**src/rtl/imul_pkg.sv**
```systemverilog
package imul_pkg;

    localparam logic [6:0] OPC_REG_REG = 7'b0110011;
    localparam logic [6:0] F7_MULDIV   = 7'b0000001;

    typedef enum logic [1:0] {
        K_LOW  = 2'd0,
        K_HISS = 2'd1,
        K_HISU = 2'd2,
        K_HIUU = 2'd3
    } mul_kind_e;

    typedef enum logic [1:0] {
        ST_IDLE = 2'd0,
        ST_RUN  = 2'd1,
        ST_DONE = 2'd2
    } mul_state_e;

    typedef struct packed {
        logic       sign_a;
        logic       sign_b;
        logic       take_hi;
        logic       wen;
        logic [4:0] rd;
    } mul_ctl_t;

endpackage

```
**src/rtl/imul_decode.sv**
```systemverilog
module imul_decode
    import imul_pkg::*;
(
    input  logic [31:0] instr,
    output mul_ctl_t    ctl
);
    mul_kind_e kind;
    logic      legal;

    always_comb begin
        kind  = mul_kind_e'(instr[13:12]);
        legal = (instr[31:25] == F7_MULDIV) && (instr[6:0] == OPC_REG_REG) && !instr[14];
        ctl.rd      = instr[11:7];
        ctl.wen     = legal && (instr[11:7] != 5'd0);
        ctl.take_hi = (kind != K_LOW);
        ctl.sign_a  = (kind == K_HISS) || (kind == K_HISU);
        ctl.sign_b  = (kind == K_HISS);
    end
endmodule

```
**src/rtl/imul_operand.sv**
```systemverilog
module imul_operand #(
    parameter int W = 32
) (
    input  logic [W-1:0] value,
    input  logic         signed_op,
    output logic [W-1:0] mag,
    output logic         neg
);
    always_comb begin
        neg = signed_op && value[W-1];
        mag = neg ? (~value + 1'b1) : value;
    end
endmodule

```
**src/rtl/imul_stepper.sv**
```systemverilog
module imul_stepper #(
    parameter int W     = 32,
    parameter int DIGIT = 4
) (
    input  logic           clk,
    input  logic           rst_n,
    input  logic           load,
    input  logic           step,
    input  logic [W-1:0]   a_mag,
    input  logic [W-1:0]   b_mag,
    output logic [2*W-1:0] prod
);
    localparam int SW = W + DIGIT;

    logic [W-1:0]   mcand_q, mcand_d;
    logic [2*W-1:0] prod_q,  prod_d;
    logic [SW-1:0]  terms [DIGIT];
    logic [SW-1:0]  partial;
    logic [SW-1:0]  sum;

    for (genvar j = 0; j < DIGIT; j++) begin : g_term
        assign terms[j] = prod_q[j] ? ({{DIGIT{1'b0}}, mcand_q} << j) : '0;
    end

    always_comb begin
        partial = '0;
        for (int j = 0; j < DIGIT; j++) begin
            partial = partial + terms[j];
        end
        sum     = {{DIGIT{1'b0}}, prod_q[2*W-1:W]} + partial;
        mcand_d = mcand_q;
        prod_d  = prod_q;
        if (load) begin
            mcand_d = a_mag;
            prod_d  = {{W{1'b0}}, b_mag};
        end else if (step) begin
            prod_d = {sum, prod_q[W-1:DIGIT]};
        end
    end

    always_ff @(posedge clk) begin
        if (!rst_n) begin
            mcand_q <= '0;
            prod_q  <= '0;
        end else begin
            mcand_q <= mcand_d;
            prod_q  <= prod_d;
        end
    end

    assign prod = prod_q;

    a_r7_no_load_while_stepping: assert property (@(posedge clk) disable iff (!rst_n)
        !(load && step));
endmodule

```
**src/rtl/imul_unit.sv**
```systemverilog
module imul_unit
    import imul_pkg::*;
#(
    parameter int XW    = 32,
    parameter int DIGIT = 4
) (
    input  logic          clk,
    input  logic          rst_n,
    input  logic          req_valid,
    output logic          req_ready,
    input  logic [31:0]   req_instr,
    input  logic [XW-1:0] req_a,
    input  logic [XW-1:0] req_b,
    output logic          rsp_valid,
    output logic          rsp_wen,
    output logic [4:0]    rsp_rd,
    output logic [XW-1:0] rsp_data
);
    localparam int STEPS = XW / DIGIT;
    localparam int CW    = (STEPS > 1) ? $clog2(STEPS) : 1;
    localparam logic [CW-1:0] LAST = CW'(STEPS - 1);

    typedef struct packed {
        mul_state_e  st;
        logic [CW-1:0] cnt;
        logic        neg;
        mul_ctl_t    ctl;
    } unit_regs_t;

    unit_regs_t     r_q, r_d;
    mul_ctl_t       dec_ctl;
    logic [XW-1:0]  a_mag, b_mag;
    logic           a_neg, b_neg;
    logic           load, step;
    logic [2*XW-1:0] prod, full;

    imul_decode u_dec (.instr(req_instr), .ctl(dec_ctl));

    imul_operand #(.W(XW)) u_opa (.value(req_a), .signed_op(dec_ctl.sign_a), .mag(a_mag), .neg(a_neg));
    imul_operand #(.W(XW)) u_opb (.value(req_b), .signed_op(dec_ctl.sign_b), .mag(b_mag), .neg(b_neg));

    imul_stepper #(.W(XW), .DIGIT(DIGIT)) u_step (
        .clk(clk), .rst_n(rst_n), .load(load), .step(step),
        .a_mag(a_mag), .b_mag(b_mag), .prod(prod)
    );

    always_comb begin
        r_d  = r_q;
        load = 1'b0;
        step = 1'b0;
        case (r_q.st)
            ST_IDLE: begin
                if (req_valid) begin
                    load    = 1'b1;
                    r_d.st  = ST_RUN;
                    r_d.cnt = '0;
                    r_d.neg = a_neg ^ b_neg;
                    r_d.ctl = dec_ctl;
                end
            end
            ST_RUN: begin
                step = 1'b1;
                if (r_q.cnt == LAST) r_d.st = ST_DONE;
                else                 r_d.cnt = r_q.cnt + 1'b1;
            end
            default: r_d.st = ST_IDLE;
        endcase
    end

    always_ff @(posedge clk) begin
        if (!rst_n) begin
            r_q.st  <= ST_IDLE;
            r_q.cnt <= '0;
            r_q.neg <= 1'b0;
            r_q.ctl <= '0;
        end else begin
            r_q <= r_d;
        end
    end

    always_comb begin
        full      = r_q.neg ? (~prod + 1'b1) : prod;
        req_ready = (r_q.st == ST_IDLE);
        rsp_valid = (r_q.st == ST_DONE);
        rsp_wen   = rsp_valid && r_q.ctl.wen;
        rsp_rd    = r_q.ctl.rd;
        rsp_data  = r_q.ctl.take_hi ? full[2*XW-1:XW] : full[XW-1:0];
    end

    a_r8_single_pulse: assert property (@(posedge clk) disable iff (!rst_n)
        rsp_valid |=> !rsp_valid);
    a_r7_busy_after_accept: assert property (@(posedge clk) disable iff (!rst_n)
        (req_valid && req_ready) |=> (!req_ready && !rsp_valid));
    a_r7_not_ready_with_result: assert property (@(posedge clk) disable iff (!rst_n)
        rsp_valid |-> !req_ready);
    a_r6_no_write_to_zero: assert property (@(posedge clk) disable iff (!rst_n)
        rsp_wen |-> (rsp_valid && rsp_rd != 5'd0));
    a_r8_ready_after_result: assert property (@(posedge clk) disable iff (!rst_n)
        rsp_valid |=> req_ready);
endmodule

```
**config.mk**
```make
export PLATFORM = sky130hd
export DESIGN_NAME = imul_unit
export DESIGN_NICKNAME = d
export VERILOG_FILES = /design/src/rtl/imul_pkg.sv /design/src/rtl/imul_decode.sv /design/src/rtl/imul_operand.sv /design/src/rtl/imul_stepper.sv /design/src/rtl/imul_unit.sv
export SDC_FILE = /design/constraint.sdc
export NUM_CORES = 1
export LEC_CHECK = 0
export CORE_MARGIN = 2
export CORE_UTILIZATION = 25
export CTS_CLUSTER_SIZE = 8
export DETAILED_ROUTE_END_ITERATION = 10
export DONT_BUFFER_PORTS = 1
export GPL_TIMING_DRIVEN = 0
export PLACE_DENSITY = 0.34
export SYNTH_ARGS = -nofsm -noshare
export SYNTH_HDL_FRONTEND = slang
export SYNTH_SLANG_ARGS = --single-unit
```
**constraint.sdc**
```tcl
create_clock -name clk -period 14.19 [get_ports clk]
set_input_delay 2.838 -clock clk [delete_from_list [all_inputs] [get_ports clk]]
set_output_delay 2.838 -clock clk [all_outputs]
set_load 0.1 [all_outputs]
```
Yosys cells after proc, flatten, opt, wreduce, memory -nomap -nowiden
Cells that the tools add are included.

storage, ports and cells
  register bits = 111
  bits of input ports = 99
  output and inout bits = 40
  word-level logic and storage cells = 69

operators by class
  $add $sub $neg = 8
  equality and inequality tests = 10
  multiplexer cells = 18
  bitwise logic cells = 5
  reduce and logical (&&, ||, !) cells = 17

operator list
  kind                   count
  $mux 32                6
  $add 36x36->36         3
  $add 32x1->32 const B  2
  $add 64x1->64 const B  1
  $mux 64                1
  $not 32->32            2
  $not 64->64            1
  $add 32x36->36         1
  $mux 35                1
  $mux 34                1
  $mux 33                1
  $mux 15                1
  $eq 7x1->1 const B     1
  $eq 7x6->1 const B     1
  $logic_and 1x1->1      6
  $ne 2x2->1 const B     3
  $pmux 3 s2             1
  $reduce_bool 2->1      3
  $reduce_bool 5->1      1
  $eq 2x1->1 const B     2
  $eq 2x2->1 const B     2
  $pmux 2 s2             1
  $reduce_and 2->1       2
  $add 3x1->3 const B    1
  other kinds (11)       13

Longest topological paths before layout
  depth in word-level cells = 7
  gate-level depth with buffers = 19
  gate-level depth less buffers = 17

Modules after synthesis
A second synthesis with hierarchy kept.

second synthesis, totals
  cells, all modules = 1736
  area, all modules = 13182.6 um^2

by module, submodules not included
  module        times used  cells an instance  area an instance (um^2)  seq. area each (um^2)
  imul_stepper  1           1087               8866.0                   1921.8
  imul_unit     1           418                2777.7                   260.2
  imul_operand  2           106                706.9                    0.0
  imul_decode   1           19                 125.1                    0.0

Worst setup path after synthesis
No wires, ideal clock.

  kind = reg2out
  start point = register u_step.prod_q[15], in the netlist u_step.prod[15]
  end point = output port rsp_data[18]
  arrival = 4.417 ns
  required time = 11.352 ns
  path slack = 6.935 ns
  stages on the path, launching flop included = 8
  cells stage by stage = dfxtp_1 -> or4_4 -> or3_4 -> nor4b_2 -> nand2b_1 -> nor4_1 -> o22ai_1 -> a211oi_1

between the ends
  word-level cells in the longest chain between the ends = 4

RTL lines
  element                   RTL line            source
  start: declaration        imul_stepper.sv:16  logic [2*W-1:0] prod_q, prod_d;
  start signal: assignment  imul_stepper.sv:47  prod_q <= prod_d;
  $not 64->64               imul_unit.sv:82     full = r_q.neg ? (~prod + 1'b1) : prod;
  $add 64x1->64             imul_unit.sv:82
  $mux 64                   imul_unit.sv:82
  $mux 32                   imul_unit.sv:87     rsp_data = r_q.ctl.take_hi ? full[2*XW-1:XW] : full[XW-1:0];
  end: declaration          imul_unit.sv:17     output logic [XW-1:0] rsp_data

No other way between the ends.

Worst setup path in the final report
  start point = register u_step.prod_q[0], in the netlist u_step.prod[0]
  end point = output port rsp_data[14]

Same word-level chain as after synthesis.

==> flow_metrics.tcl <==
set metrics [dict create \
    rr_startpoint "u_step.prod[2]" \
    drv_cap 0 \
    run_status "finished, final reports clean" \
    dpl_worst_slack_ps 6770 \
    whs_path_depth 2 \
    syn_inst 1583 \
    hpwl_um 42600 \
    placed_area_mm2 0.0131 \
    hold_viol 0 \
    drc 0 \
    area_delta_synth_final_pct 10.9 \
    fin_crit_sh_pct 55.1 \
    io_pins 139 \
    cts_resized 0 \
    tightest_slew_ps 1370 \
    syn_area_per_cell_um2 7.67 \
    reg2reg_depth 19 \
    rsz0062_at_grt "false" \
    cp.arrival_ps 4980 \
    cts_setup_buffers 0 \
    routed-wl-met3_um 2210 \
    whs_ps 468 \
    met1_length_um 25600 \
    finClkSkew_ps 21.4 \
    drtAntennaViolNets 0 \
    clkTransAtPathRegs_ps 90 \
    worst_slack_ps 6370 \
    worstSkewPairLatency_ps 400 \
    cts_buffers 9 \
    gp_congestion 0.895 \
    slew_viol_final 0 \
    drt_pass1_iterations 5 \
    r2r_slack_ps 7940 \
    ir_drop_mv 0.0572 \
    grt_max_degree 21 \
    drt-total-wl_um 50700 \
    final_common_cell "nand2_1" \
    p_leak_nw 5.60 \
    pwr_density_cell_mw_per_mm2 86.6 \
    synth-edff-count 0 \
    cts_max_path_buffers 2 \
    max_freq_mhz 128 \
    clock-sinks 109 \
    dieArea_mm2 0.0503 \
    vias_per_cell 5.00 \
    ys.flop_type "dfxtp_1" \
    ys_seq_area_share_pct 18.0 \
    ys_async_sr_fraction_pct 0 \
    cts_hold_buffers 0 \
    yosysWarnings 0 \
    antenna_found_initial 0 \
    die_x_um 224 \
    cp_data_required_time_ps 11350 \
    most-common-layout-cells "nand2_1, inv_1, and2_1" \
    cts_tree "done" \
    grt_pass1_vias 11000 \
    grt.total_usage_pct 20.2 \
    min_from "u_step.prod[62]" \
    nets 1838 \
    design_area_mm2 0.0135 \
    grt.overflow.total 0 \
    num_vias 11100 \
    wl_met2_um 22100 \
    instances_no_fill 2221 \
    wl_per_cell_um 22.8 \
    cp-end-kind "primary output" \
    drive_gt1_share_pct 4.80 \
    maxSlewHeadroom_pct 8.77 \
    crit_fanout 10 \
    min_to "u_step.prod[62]" \
    cp-start-kind "flop" \
    worstSetupStartpoint "u_step.prod[0]" \
    cts_root_buf "clkbuf_16" \
    highest_layer "met4" \
    synthesis.nets 1822 \
    drt_iter0_drc 808 \
    portBuffers 0 \
    htreeDepth 3 \
    yosys_register_bits 109 \
    r2r-end "u_step.prod[57]" \
    synth.distinct_cells 62 \
    setup_tns_ps 0 \
    die_h_um 224 \
    rows 80 \
    start_util_pct 25.4 \
    period_minus_slack_ps 7820 \
    placedCellCount 2203 \
    worstSetupPathType "flop to primary output" \
    setup_viol 0 \
    grt_pass1_wl_um 74500 \
    syn_area_mm2 0.0121 \
    hold_class "flop to flop" \
    core_mm2 0.0478 \
]
registers in the layout, summed over array words and instances (netlist names):
| signal | cells |
|---|---|
| u_step.mcand_q | 32 |
| r_q | 8 |
| rsp_rd | 5 |
| u_step.prod | 64 |
synth_stat cells (all sizes together), types with 4 or more instances:
cell type | count | share of area (%)
or4 | 21 | 1.4
a211oi | 8 | 0.49
and2 | 120 | 6.2
xnor2 | 99 | 7.1
a22oi | 4 | 0.25
buf | 18 | 0.71
nand2b | 7 | 0.36
a21o | 5 | 0.31
nand4 | 15 | 0.77
ha | 47 | 4.8
a21boi | 7 | 0.43
mux2i | 9 | 0.74
or3 | 26 | 1.4
o21a | 8 | 0.49
o211a | 38 | 3.1
o22ai | 8 | 0.41
clkbuf | 73 | 2.3
o31ai | 24 | 1.5
nor3 | 23 | 0.95
xor2 | 36 | 2.6
dfxtp | 109 | 18
nor4 | 17 | 0.88
a31oi | 12 | 0.62
nor2b | 13 | 0.67
fa | 93 | 15
o2111ai | 4 | 0.29
nand2 | 197 | 6.1
o211ai | 6 | 0.37
nand3 | 41 | 1.7
inv | 152 | 4.7
and3 | 7 | 0.36
o21ai | 85 | 3.5
o221ai | 5 | 0.36
a21oi | 102 | 4.2
or2 | 10 | 0.52
nor2 | 89 | 2.8
o41ai | 15 | 1.1
report_power, final:
part | switching, mW | internal (mW) | leakage [nW]
clock | 0.140 | 0.129 | 0.146
combinational | 0.390 | 0.137 | 4.56
sequential | 0.0413 | 0.327 | 0.895
final cells by class:
type	count	area [um2]
diodes	2	5.00
plain buffers	91	362
clock buffers	10	239
clock inverters	6	66.3
fillers	5317	34400
inverters	153	574
multi-input cells	1230	9170
flip-flops and latches	109	2180
well taps	615	769
repair buffers	5	90.1
worst max-delay path, stage by stage, from the launching register on:
cell and delay [ps]:
dfxtp_1 310, clkbuf_1 260, clkbuf_1 420, inv_1 140, ha_1 200, nor2b_1 230
nand4_1 170, nor4b_2 580, nand3_1 390, or2_2 450, o41ai_1 320, xnor2_1 180
a21oi_2 910
how the worst max path moves through the flow:
| stage | to | slack [ps] | cells after the start |
|---|---|---|---|
| 4_1_cts | rsp_data[14] | 6330 | 12 |
| 3_3_place_gp | rsp_data[18] | 5880 | 11 |
| 3_5_place_dp | rsp_data[14] | 6770 | 12 |
| 5_1_grt | rsp_data[14] | 6120 | 12 |
| 2_1_floorplan | rsp_data[18] | 6940 | 7 |
| 6_report | rsp_data[14] | 6370 | 12 |
kinds of logic after synthesis:
group / Yosys count / share of synthesized area (%)
AND/OR/NAND/NOR: 595 / 24.7
AO/OA/AOI/OAI: 351 / 19.0
buffers and inverters: 244 / 7.71
adder cells (fa/ha/maj): 140 / 20.2
XOR/XNOR: 135 / 9.74
flip-flops: 109 / 18.0
multiplexers: 9 / 0.742
per-layer routing:
layer  vias up  track usage [%]
li1       5404                -
met5         -                0
met4         0             4.44
met1      5414             29.9
met3        34             3.20
met2       260             30.8
stage by stage:
| step | power (mW) | util, % |
|---|---|---|
| 2_1_floorplan | 0.750 | - |
| 3_3_place_gp | 0.886 | 27.0 |
| 3_5_place_dp | 0.905 | 27.5 |
| 4_1_cts | 1.18 | 28.1 |
| 5_1_grt | 1.23 | 28.1 |
| 6_report | 1.17 | 28.1 |
No activity file was read; power rests on OpenSTA's default activity.
